### src/rtl/cwf_pkg.sv
package cwf_pkg;

    localparam int unsigned CWF_ADDR_W = 29;
    localparam int unsigned CWF_DW_W   = 64;
    localparam int unsigned CWF_NUM_DW = 4;

    typedef enum logic [1:0] {
        FS_IDLE,
        FS_FILL,
        FS_INSTALL
    } fill_state_e;

    typedef enum logic [1:0] {
        RS_NONE,
        RS_BUF,
        RS_BUS,
        RS_ARRAY
    } resp_src_e;

    typedef struct packed {
        resp_src_e src;
        logic      start;
    } resp_dec_t;

endpackage

### src/rtl/cwf_fill_ctrl.sv
module cwf_fill_ctrl
    import cwf_pkg::*;
#(
    parameter int unsigned LINE_W = 27,
    parameter int unsigned IDX_W  = 2,
    parameter int unsigned NUM_DW = 4
) (
    input  logic              clk,
    input  logic              rst,
    input  logic              start,
    input  logic [LINE_W-1:0] start_line,
    input  logic [IDX_W-1:0]  start_idx,
    input  logic              beat_valid,
    output fill_state_e       state,
    output logic [LINE_W-1:0] fill_line,
    output logic [IDX_W-1:0]  beat_idx,
    output logic              first_beat,
    output logic [NUM_DW-1:0] rcvd_mask,
    output logic              buf_we
);

    localparam logic [IDX_W-1:0] LAST_CNT = IDX_W'(NUM_DW - 1);

    fill_state_e       state_q;
    logic [IDX_W-1:0]  cnt_q;
    logic [IDX_W-1:0]  crit_q;
    logic [LINE_W-1:0] line_q;
    logic [NUM_DW-1:0] mask_q;

    // wrap-around order: index advances modulo the line length
    assign beat_idx   = crit_q + cnt_q;
    assign first_beat = (cnt_q == '0);
    assign buf_we     = beat_valid && (state_q == FS_FILL);
    assign state      = state_q;
    assign fill_line  = line_q;
    assign rcvd_mask  = mask_q;

    always_ff @(posedge clk) begin
        if (rst) begin
            state_q <= FS_IDLE;
            cnt_q   <= '0;
            crit_q  <= '0;
            line_q  <= '0;
            mask_q  <= '0;
        end else begin
            unique case (state_q)
                FS_IDLE: begin
                    if (start) begin
                        state_q <= FS_FILL;
                        line_q  <= start_line;
                        crit_q  <= start_idx;
                        cnt_q   <= '0;
                        mask_q  <= '0;
                    end
                end
                FS_FILL: begin
                    if (beat_valid) begin
                        mask_q[beat_idx] <= 1'b1;
                        cnt_q            <= cnt_q + 1'b1;
                        if (cnt_q == LAST_CNT) begin
                            state_q <= FS_INSTALL;
                        end
                    end
                end
                FS_INSTALL: begin
                    state_q <= FS_IDLE;
                    mask_q  <= '0;
                end
                default: state_q <= FS_IDLE;
            endcase
        end
    end

endmodule

### src/rtl/cwf_fill_buf.sv
module cwf_fill_buf #(
    parameter int unsigned DW_W   = 64,
    parameter int unsigned NUM_DW = 4,
    parameter int unsigned IDX_W  = 2
) (
    input  logic                     clk,
    input  logic                     we,
    input  logic [IDX_W-1:0]         wr_idx,
    input  logic [DW_W-1:0]          wr_data,
    input  logic [IDX_W-1:0]         rd_idx,
    output logic [DW_W-1:0]          rd_data,
    output logic [NUM_DW*DW_W-1:0]   line_data
);

    for (genvar i = 0; i < NUM_DW; i++) begin : g_slot
        logic [DW_W-1:0] q;
        always_ff @(posedge clk) begin
            if (we && (wr_idx == IDX_W'(i))) begin
                q <= wr_data;
            end
        end
        assign line_data[i*DW_W +: DW_W] = q;
    end

    assign rd_data = line_data[rd_idx*DW_W +: DW_W];

endmodule

### src/rtl/cwf_resp_sel.sv
module cwf_resp_sel
    import cwf_pkg::*;
#(
    parameter int unsigned LINE_W = 27,
    parameter int unsigned IDX_W  = 2,
    parameter int unsigned NUM_DW = 4
) (
    input  logic              cpu_req,
    input  logic [LINE_W-1:0] cpu_line,
    input  logic [IDX_W-1:0]  cpu_idx,
    input  logic              tag_hit,
    input  logic              stream_en,
    input  fill_state_e       state,
    input  logic [LINE_W-1:0] fill_line,
    input  logic [NUM_DW-1:0] rcvd_mask,
    input  logic              beat_valid,
    input  logic [IDX_W-1:0]  beat_idx,
    input  logic              first_beat,
    output resp_dec_t         dec
);

    logic fill_busy;
    logic same_line;
    logic beat_here;
    logic may_forward;
    logic crit_done;

    assign fill_busy   = (state != FS_IDLE);
    assign same_line   = fill_busy && (cpu_line == fill_line);
    assign beat_here   = beat_valid && (state == FS_FILL) && (beat_idx == cpu_idx);
    assign may_forward = first_beat || stream_en;
    assign crit_done   = |rcvd_mask;

    always_comb begin
        dec.src   = RS_NONE;
        dec.start = 1'b0;
        if (cpu_req) begin
            if (same_line) begin
                if (rcvd_mask[cpu_idx]) begin
                    dec.src = RS_BUF;
                end else if (beat_here && may_forward) begin
                    dec.src = RS_BUS;
                end
            end else if (fill_busy) begin
                if (tag_hit && crit_done) begin
                    dec.src = RS_ARRAY;
                end
            end else if (tag_hit) begin
                dec.src = RS_ARRAY;
            end else begin
                dec.start = 1'b1;
            end
        end
    end

endmodule

### src/rtl/cwf_linefill.sv
module cwf_linefill
    import cwf_pkg::*;
#(
    parameter int unsigned ADDR_W = CWF_ADDR_W,
    parameter int unsigned DW_W   = CWF_DW_W,
    parameter int unsigned NUM_DW = CWF_NUM_DW
) (
    input  logic                                 clk,
    input  logic                                 rst,
    input  logic                                 stream_en,
    input  logic                                 cpu_req,
    input  logic [ADDR_W-1:0]                    cpu_addr,
    input  logic                                 tag_hit,
    input  logic [DW_W-1:0]                      arr_rdata,
    output logic                                 cpu_rvalid,
    output logic [DW_W-1:0]                      cpu_rdata,
    output logic                                 cpu_stall,
    output logic                                 bus_req,
    output logic [ADDR_W-1:0]                    bus_addr,
    input  logic                                 bus_beat_valid,
    input  logic [DW_W-1:0]                      bus_beat_data,
    output logic                                 arr_wr_en,
    output logic [ADDR_W-$clog2(NUM_DW)-1:0]     arr_wr_line,
    output logic [NUM_DW*DW_W-1:0]               arr_wr_data,
    output logic                                 arr_wr_valid,
    output logic                                 arr_wr_dirty
);

    localparam int unsigned IDX_W  = $clog2(NUM_DW);
    localparam int unsigned LINE_W = ADDR_W - IDX_W;

    logic [LINE_W-1:0] cpu_line;
    logic [IDX_W-1:0]  cpu_idx;
    fill_state_e       state;
    logic [LINE_W-1:0] fill_line;
    logic [IDX_W-1:0]  beat_idx;
    logic              first_beat;
    logic [NUM_DW-1:0] rcvd_mask;
    logic              buf_we;
    logic [DW_W-1:0]   buf_rdata;
    resp_dec_t         dec;

    assign cpu_line = cpu_addr[ADDR_W-1:IDX_W];
    assign cpu_idx  = cpu_addr[IDX_W-1:0];

    cwf_fill_ctrl #(
        .LINE_W (LINE_W),
        .IDX_W  (IDX_W),
        .NUM_DW (NUM_DW)
    ) u_ctrl (
        .clk        (clk),
        .rst        (rst),
        .start      (dec.start),
        .start_line (cpu_line),
        .start_idx  (cpu_idx),
        .beat_valid (bus_beat_valid),
        .state      (state),
        .fill_line  (fill_line),
        .beat_idx   (beat_idx),
        .first_beat (first_beat),
        .rcvd_mask  (rcvd_mask),
        .buf_we     (buf_we)
    );

    cwf_fill_buf #(
        .DW_W   (DW_W),
        .NUM_DW (NUM_DW),
        .IDX_W  (IDX_W)
    ) u_buf (
        .clk       (clk),
        .we        (buf_we),
        .wr_idx    (beat_idx),
        .wr_data   (bus_beat_data),
        .rd_idx    (cpu_idx),
        .rd_data   (buf_rdata),
        .line_data (arr_wr_data)
    );

    cwf_resp_sel #(
        .LINE_W (LINE_W),
        .IDX_W  (IDX_W),
        .NUM_DW (NUM_DW)
    ) u_sel (
        .cpu_req    (cpu_req),
        .cpu_line   (cpu_line),
        .cpu_idx    (cpu_idx),
        .tag_hit    (tag_hit),
        .stream_en  (stream_en),
        .state      (state),
        .fill_line  (fill_line),
        .rcvd_mask  (rcvd_mask),
        .beat_valid (bus_beat_valid),
        .beat_idx   (beat_idx),
        .first_beat (first_beat),
        .dec        (dec)
    );

    always_comb begin
        unique case (dec.src)
            RS_BUF:   cpu_rdata = buf_rdata;
            RS_BUS:   cpu_rdata = bus_beat_data;
            RS_ARRAY: cpu_rdata = arr_rdata;
            default:  cpu_rdata = '0;
        endcase
    end

    assign cpu_rvalid   = (dec.src != RS_NONE);
    assign cpu_stall    = cpu_req && !cpu_rvalid;
    assign bus_req      = dec.start;
    assign bus_addr     = cpu_addr;
    assign arr_wr_en    = (state == FS_INSTALL);
    assign arr_wr_line  = fill_line;
    assign arr_wr_valid = arr_wr_en;
    assign arr_wr_dirty = 1'b0;

endmodule

### config.mk
export PLATFORM = sky130hd
export DESIGN_NAME = cwf_linefill
export DESIGN_NICKNAME = d
export VERILOG_FILES = /design/src/rtl/cwf_pkg.sv /design/src/rtl/cwf_fill_ctrl.sv /design/src/rtl/cwf_fill_buf.sv /design/src/rtl/cwf_resp_sel.sv /design/src/rtl/cwf_linefill.sv
export SDC_FILE = /design/constraint.sdc
export NUM_CORES = 1
export LEC_CHECK = 0
export BUFFER_PORTS_ARGS = -buffer_cell sky130_fd_sc_hd__buf_2
export CORE_AREA = 2 2 212 214
export CTS_CLUSTER_SIZE = 30
export DETAILED_ROUTE_END_ITERATION = 16
export DIE_AREA = 0 0 214 216
export SYNTH_ARGS = -nofsm -noshare
export SYNTH_HDL_FRONTEND = slang
export SYNTH_SLANG_ARGS = --single-unit
### constraint.sdc
create_clock -name clk -period 13.03 [get_ports clk]
set_input_delay 1.9545 -clock clk [delete_from_list [all_inputs] [get_ports clk]]
set_output_delay 1.9545 -clock clk [all_outputs]
set_load 0.01 [all_outputs]
### After elaboration in Yosys (flattened, before gate mapping)

Cells that the tools add are included.

* register bits after elaboration: 293
* bits of input ports: 163
* output and inout bits: 382
* logic and storage cells: 80

* add/subtract/negate cells: 2
* magnitude comparators: 3
* equal/unequal tests: 14
* shift-type cells: 1
* mux-type cells: 25
* bitwise operators: 1
* reduce and logical (&&, ||, !) cells: 25

Operator list (number)
* 256-bit by 9-bit indexed part select with 64-bit output: 1
* 64-bit one-hot mux with 3 select lines: 1
* 27-bit == test: 1
* 2-bit two-way mux: 11
* 2-bit == test (second input constant): 6
* 4-bit one-hot mux with 3 select lines: 1
* 1-bit logical AND: 11
* 3-bit AND reduction: 3
* 4-bit two-way mux: 2
* 2-bit one-hot mux with 2 select lines: 2
* 2-bit by 1-bit == test with 1-bit output (second input constant): 3
* 2-bit logical NOT: 3
* 2-bit by 3-bit less-than comparator with 1-bit output (second input constant): 2
* 2-bit inequality test (second input constant): 3
* 2-bit nonzero test: 3
* 1-bit two-way mux: 5
* 4-bit bitwise OR: 1
* 4-bit OR reduction: 1
* 3-bit two-way mux: 1
* 3-bit nonzero test: 1
* 2-bit by 1-bit adder with 2-bit output (second input constant): 1
* 2-bit adder: 1
* 1-bit binary-select mux with 2-bit select: 1
* 1-bit demux with 2-bit select: 1
* 5 further kinds: 5

### Depth between registers and ports, before layout

* depth in word-level cells: 11
* gate-level depth with buffers: 8
* depth with buffers taken out: 7

### Hierarchy

From an unflattened synthesis, not the netlist that was laid out.

* cells, all modules: 745
* area, all modules: 13083.8 sq um

Modules (own cells, without submodules)
* cwf_fill_buf: times used 1, cells each 338, area each 9341.5 sq um, seq. area each 7687.4 sq um
* cwf_linefill: times used 1, cells each 186, area each 1863.0 sq um, seq. area each 0.0 sq um
* cwf_fill_ctrl: times used 1, cells each 171, area each 1451.4 sq um, seq. area each 740.7 sq um
* cwf_resp_sel: times used 1, cells each 50, area each 427.9 sq um, seq. area each 0.0 sq um

### Worst setup path before layout

OpenSTA, ideal clock, no wires.

* kind: input-to-reg
* from: input bus_beat_valid
* to: register u_buf.g_slot[0].q[0] (enable)
* library setup time: 0.565 ns
* data arrival time: 6.424 ns
* data required time: 12.465 ns
* path slack: 6.041 ns
* cell stages on the path: 2
* buffers on the path: 0
* cell sequence: nand2_1 > nor3_1

* word-level cells in the longest chain between the ends: 2

Ends and longest elaborated chain
* start: declaration: RTL line cwf_linefill.sv:20 `input logic bus_beat_valid,`
* 1-bit logical AND: RTL line cwf_fill_ctrl.sv:33 `assign buf_we = beat_valid && (state_q == FS_FILL);`
* 1-bit logical AND: RTL line cwf_fill_buf.sv:18 `if (we && (wr_idx == IDX_W'(i))) begin`
* end signal: assignment: RTL line cwf_fill_buf.sv:19 `q <= wr_data;`
* end: declaration: RTL line cwf_fill_buf.sv:16 `logic [DW_W-1:0] q;`

Every way passes these cells.
A chain may end at the register's enable or synchronous reset.

### Worst setup path in the final report

* from: input cpu_addr[0]
* to: output cpu_rdata[56]

* word-level cells in the longest chain between the ends: 9
* elaborated cells on any way between the ends: 14
* classes of those cells: 4 x eq/ne; 1 x shift; 7 x mux; 2 x reduce/logical

Ends and longest elaborated chain
* start: declaration: RTL line cwf_linefill.sv:12 `input logic [ADDR_W-1:0] cpu_addr,`
* branches (longest 8 deep; another with 256-bit by 9-bit indexed part select with 64-bit output)
* 64-bit one-hot mux with 3 select lines *: RTL line cwf_linefill.sv:99 `unique case (dec.src)`
* end: declaration: RTL line cwf_linefill.sv:16 `output logic [DW_W-1:0] cpu_rdata,`

Every way passes the cells marked *. The select of a mux whose other input is x is not followed.

==> summary.md <==
| Metric | Value |
|---|---|
| Outcome | finished clean |
| Setup WS pre-CTS | around 5.8 ns |
| Top cell family by delay on the critical path | simple AND/OR/NAND/NOR gates |
| TritonRoute pass-1 iters | 5 |
| Root Driver | clkbuf_16 |
| Post-synthesis xor/xnor area fraction | under 10% |
| Die ar. | 46200 µm² |
| Mapped Area | 13400 µm² |
| CP Capture Type | output port |
| Max-Slew Margin vs Limit | 17.4% |
| Main combinational cell family by area after synthesis | simple AND/OR/NAND/NOR gates |
| Crit path kind | input pin to output port |
| Adder-Cell Fraction of Synth Area | 0.281% |
| Most frequent cells in the layout | buf_2 (541), edfxtp_1 (256), nand4_1 (140) |
| First-pass GRT wire length | between 70000 and 80000 µm |
| Top post-synthesis cells by area | edfxtp_1 (57%), mux4_2 (11%), nand4_1 (6.5%), dfxtp_1 (5.5%), o211ai_1 (2.8%) |
| Vias in the first global route | between 10000 and 15000 |
| Leakage | approximately 0.0067 µW |
| Crit share post-route | 55.3% |
| Area growth from synthesis to layout | 30.0% |
| Largest net degree at the start of global routing | 66 |
| Total global-route track usage | 20.7% |
| Die width | 214 µm |
| Final HPWL DP | 35000 µm |
| Num CTS Buffers | 31 |
| Clock Skew | 0.0135 ns |
| CP dominant cell by count | buf_4 |
| Vias per cell | 5.35 |
| CP max FO | 41 |
| Synth Area per Inst | approximately 14 µm² |
| Cell variety after synth | 38 |
| Layout cells sized above 1 | approximately 49% |
| Simple-gate area share of the yosys netlist | between 10% and 20% |
| Worst reg2reg path depth | 7 |
| Worst r2r src | u_ctrl.state[0] |
| Clk pin slew, worst setup/hold paths | roughly 0.060 ns |
| Commonest non-fill, non-tap cell in the layout | buf_2 |
| Crit Reg-Reg Endpoint | u_ctrl.rcvd_mask[2] |
| Hold_buf cts | 0 |
| Wire per inst | 24.9 µm |
| IO Pins | 545 |
| Crit-path slowest cell | nor3_4 |
| Die Ht | between 200 and 250 µm |
| Hold Crit Class | flop to flop |
| Worst setup path endpoint | cpu_rdata[56] |
| Initial antenna violation count | 1 |
| Required time worst endpoint | 11.08 ns |
| Post-CTS setup buffer count | 0 |
| CP Launch Point | cpu_addr[0] |
| MaxCap Viol Count | 0 |
| CTS tree | built |
| Power density cells | 123 nW/µm² |
| Critical Path Max Stage Delay | approximately 1 ns |
| GRT Residual Overflow | 0 |
| Iter 0 DRT Violations | 984 |
| Mapped Nets | ~1100 |
| Tightest Pin Transition | around 1.2 ns |
| RSZ-0062 raised after global routing | no |
| # rows | 77 |
| Mapped Cells | between 900 and 1000 |
| Final hold viol count | 0 |
| Instance count on the critical path | 7 |
| Layout Nets | approximately 1600 |
| Final Wtd Congestion | roughly 1 |
| Critical path arrival | roughly 5.3 ns |
| Mux contribution to synthesized area | 10.9% |
| Yosys reg bits | slightly below 300 |
| R2R Setup Slk | around 10 ns |
| Fillers | just over 4000 |
| Top-area cell type share of the netlist area | 57.5% |
| Setup ws final | 5.83 ns |
| CP startpoint kind | input pin |
| Worst path buffer plus inverter count | 3 |
| VDD IR max | between 0.00008 and 0.00009 V |
| Post-synthesis compound-gate area fraction | approximately 6% |
| Synth area leader | edfxtp_1 |
| Via count | 10794 |
| Clk buf depth | 3 |
| Worst-skew pair later-pin latency | around 0.57 ns |
| Gates resized, CTS repair | 0 |
| Register area | between 8000 and 9000 µm² |
| Setup_tns | 0 ns |
| Pins Over Slew Limit | 0 |
| Port Buffers | between 500 and 600 |
| Post-layout min period | between 7 and 8 ns |
| Sequential cell area fraction in the yosys report | between 60% and 70% |
| Synth warnings | 0 |
| Drt total wl | roughly 50000 µm |
| Final setup fails | 0 |
| Initial Utilization | 30.5% |
| Cell Chain, Critical Path | buf_4, mux4_2, nor3_4, buf_4, nand4_1, nand3_1, buf_2 |
| Multi-input gate area | about 4300 µm² |
| Drt drc | 0 |
| Final core occ | 39.7% |
| CTS sink cnt | around 290 |
| F_max | 0.139 GHz |
| Post-route ant nets | 0 |
| Core area | roughly 44000 µm² |
| H-tree depth reported by CTS | 1 |
[synth_stat cells, drive strengths merged]
| master | instances |
|---|---|
| a21boi | 2 |
| a21oi | 35 |
| a22oi | 1 |
| and2 | 2 |
| and3 | 1 |
| and3b | 1 |
| buf | 78 |
| clkbuf | 40 |
| clkinv | 1 |
| conb | 1 |
| dfxtp | 37 |
| edfxtp | 256 |
| ha | 3 |
| inv | 2 |
| mux4 | 65 |
| nand2 | 66 |
| nand3 | 64 |
| nand4 | 140 |
| nor2 | 12 |
| nor2b | 2 |
| nor3 | 5 |
| nor3b | 1 |
| nor4 | 5 |
| o2111ai | 1 |
| o211ai | 65 |
| o21ai | 2 |
| or2 | 1 |
| or3 | 1 |
| or3b | 1 |
| or4 | 2 |
| xnor2 | 31 |
| xnor3 | 1 |
[metrics by stage]
step	cells	total power, µW	cell area [µm²]	hold WS [ns]
after CTS	2018	2160	17400	0.473
final	2019	2140	17400	0.468
after floorplan	925	1160	13400	0.441
after detailed placement	1960	1250	16300	0.465
after global placement	1960	1250	16300	0.458
after global routing	2018	2210	17400	0.491
[registers in the layout, summed over array words and instances, names as in the netlist]
register / cells
u_ctrl.crit_q: 2
u_ctrl.rcvd_mask: 4
u_ctrl.fill_line: 27
u_ctrl.state: 2
u_buf.g_slot.q: 256
u_ctrl.cnt_q: 2
[worst min path at each step]
stage	end	startpoint	slack, ns	depth (start not counted)
after floorplan	u_ctrl.crit_q[0]	u_ctrl.crit_q[0]	0.44	2
after global placement	u_ctrl.crit_q[0]	u_ctrl.crit_q[0]	0.46	2
after detailed placement	u_ctrl.crit_q[0]	u_ctrl.crit_q[0]	0.46	2
after CTS	u_ctrl.crit_q[0]	u_ctrl.crit_q[0]	0.47	2
after global routing	u_ctrl.crit_q[0]	u_ctrl.crit_q[0]	0.49	2
final	u_ctrl.crit_q[0]	u_ctrl.crit_q[0]	0.47	2
[per-layer routing]
| metal | track usage [%] | routed length (µm) |
|---|---|---|
| met1 | 25.5 | 19100 |
| met5 | 0 | 0 |
| met3 | 3.90 | 4050 |
| met4 | 7.93 | 1660 |
| met2 | 36.0 | 25400 |
[area by class of cell]
cell class	count	area share [%]
diodes	1	0.0144
clock buffers	36	4.57
clock inverters	22	1.48
inverters	3	0.0647
multi-input cells	511	24.7
flip-flops and latches	293	48.5
well taps	592	4.26
repair buffers	561	16.4
[worst register-to-register path: cells and delay by family, from the launching register on]
kind            cells  cell delay, ns
simple gates        5            1.54
compound gates      1            0.16
buf+inv             1            1.02
flops               1            0.36
[cell families after synthesis]
group / count (synthesis)
buffers and inverters: 121
other: 1
adders and majority gates: 3
and+or+nand+nor: 304
muxes: 65
AOI/OAI and AO/OA: 106
DFF: 293
xor gates and xnor gates: 32
[where the power goes]
group | switching, µW | internal (µW)
clock | 362 | 553
sequential | 8.92 | 1040
combinational | 111 | 74.2
total | 481 | 1660
Note: power is estimated with default switching activity, not from simulation.
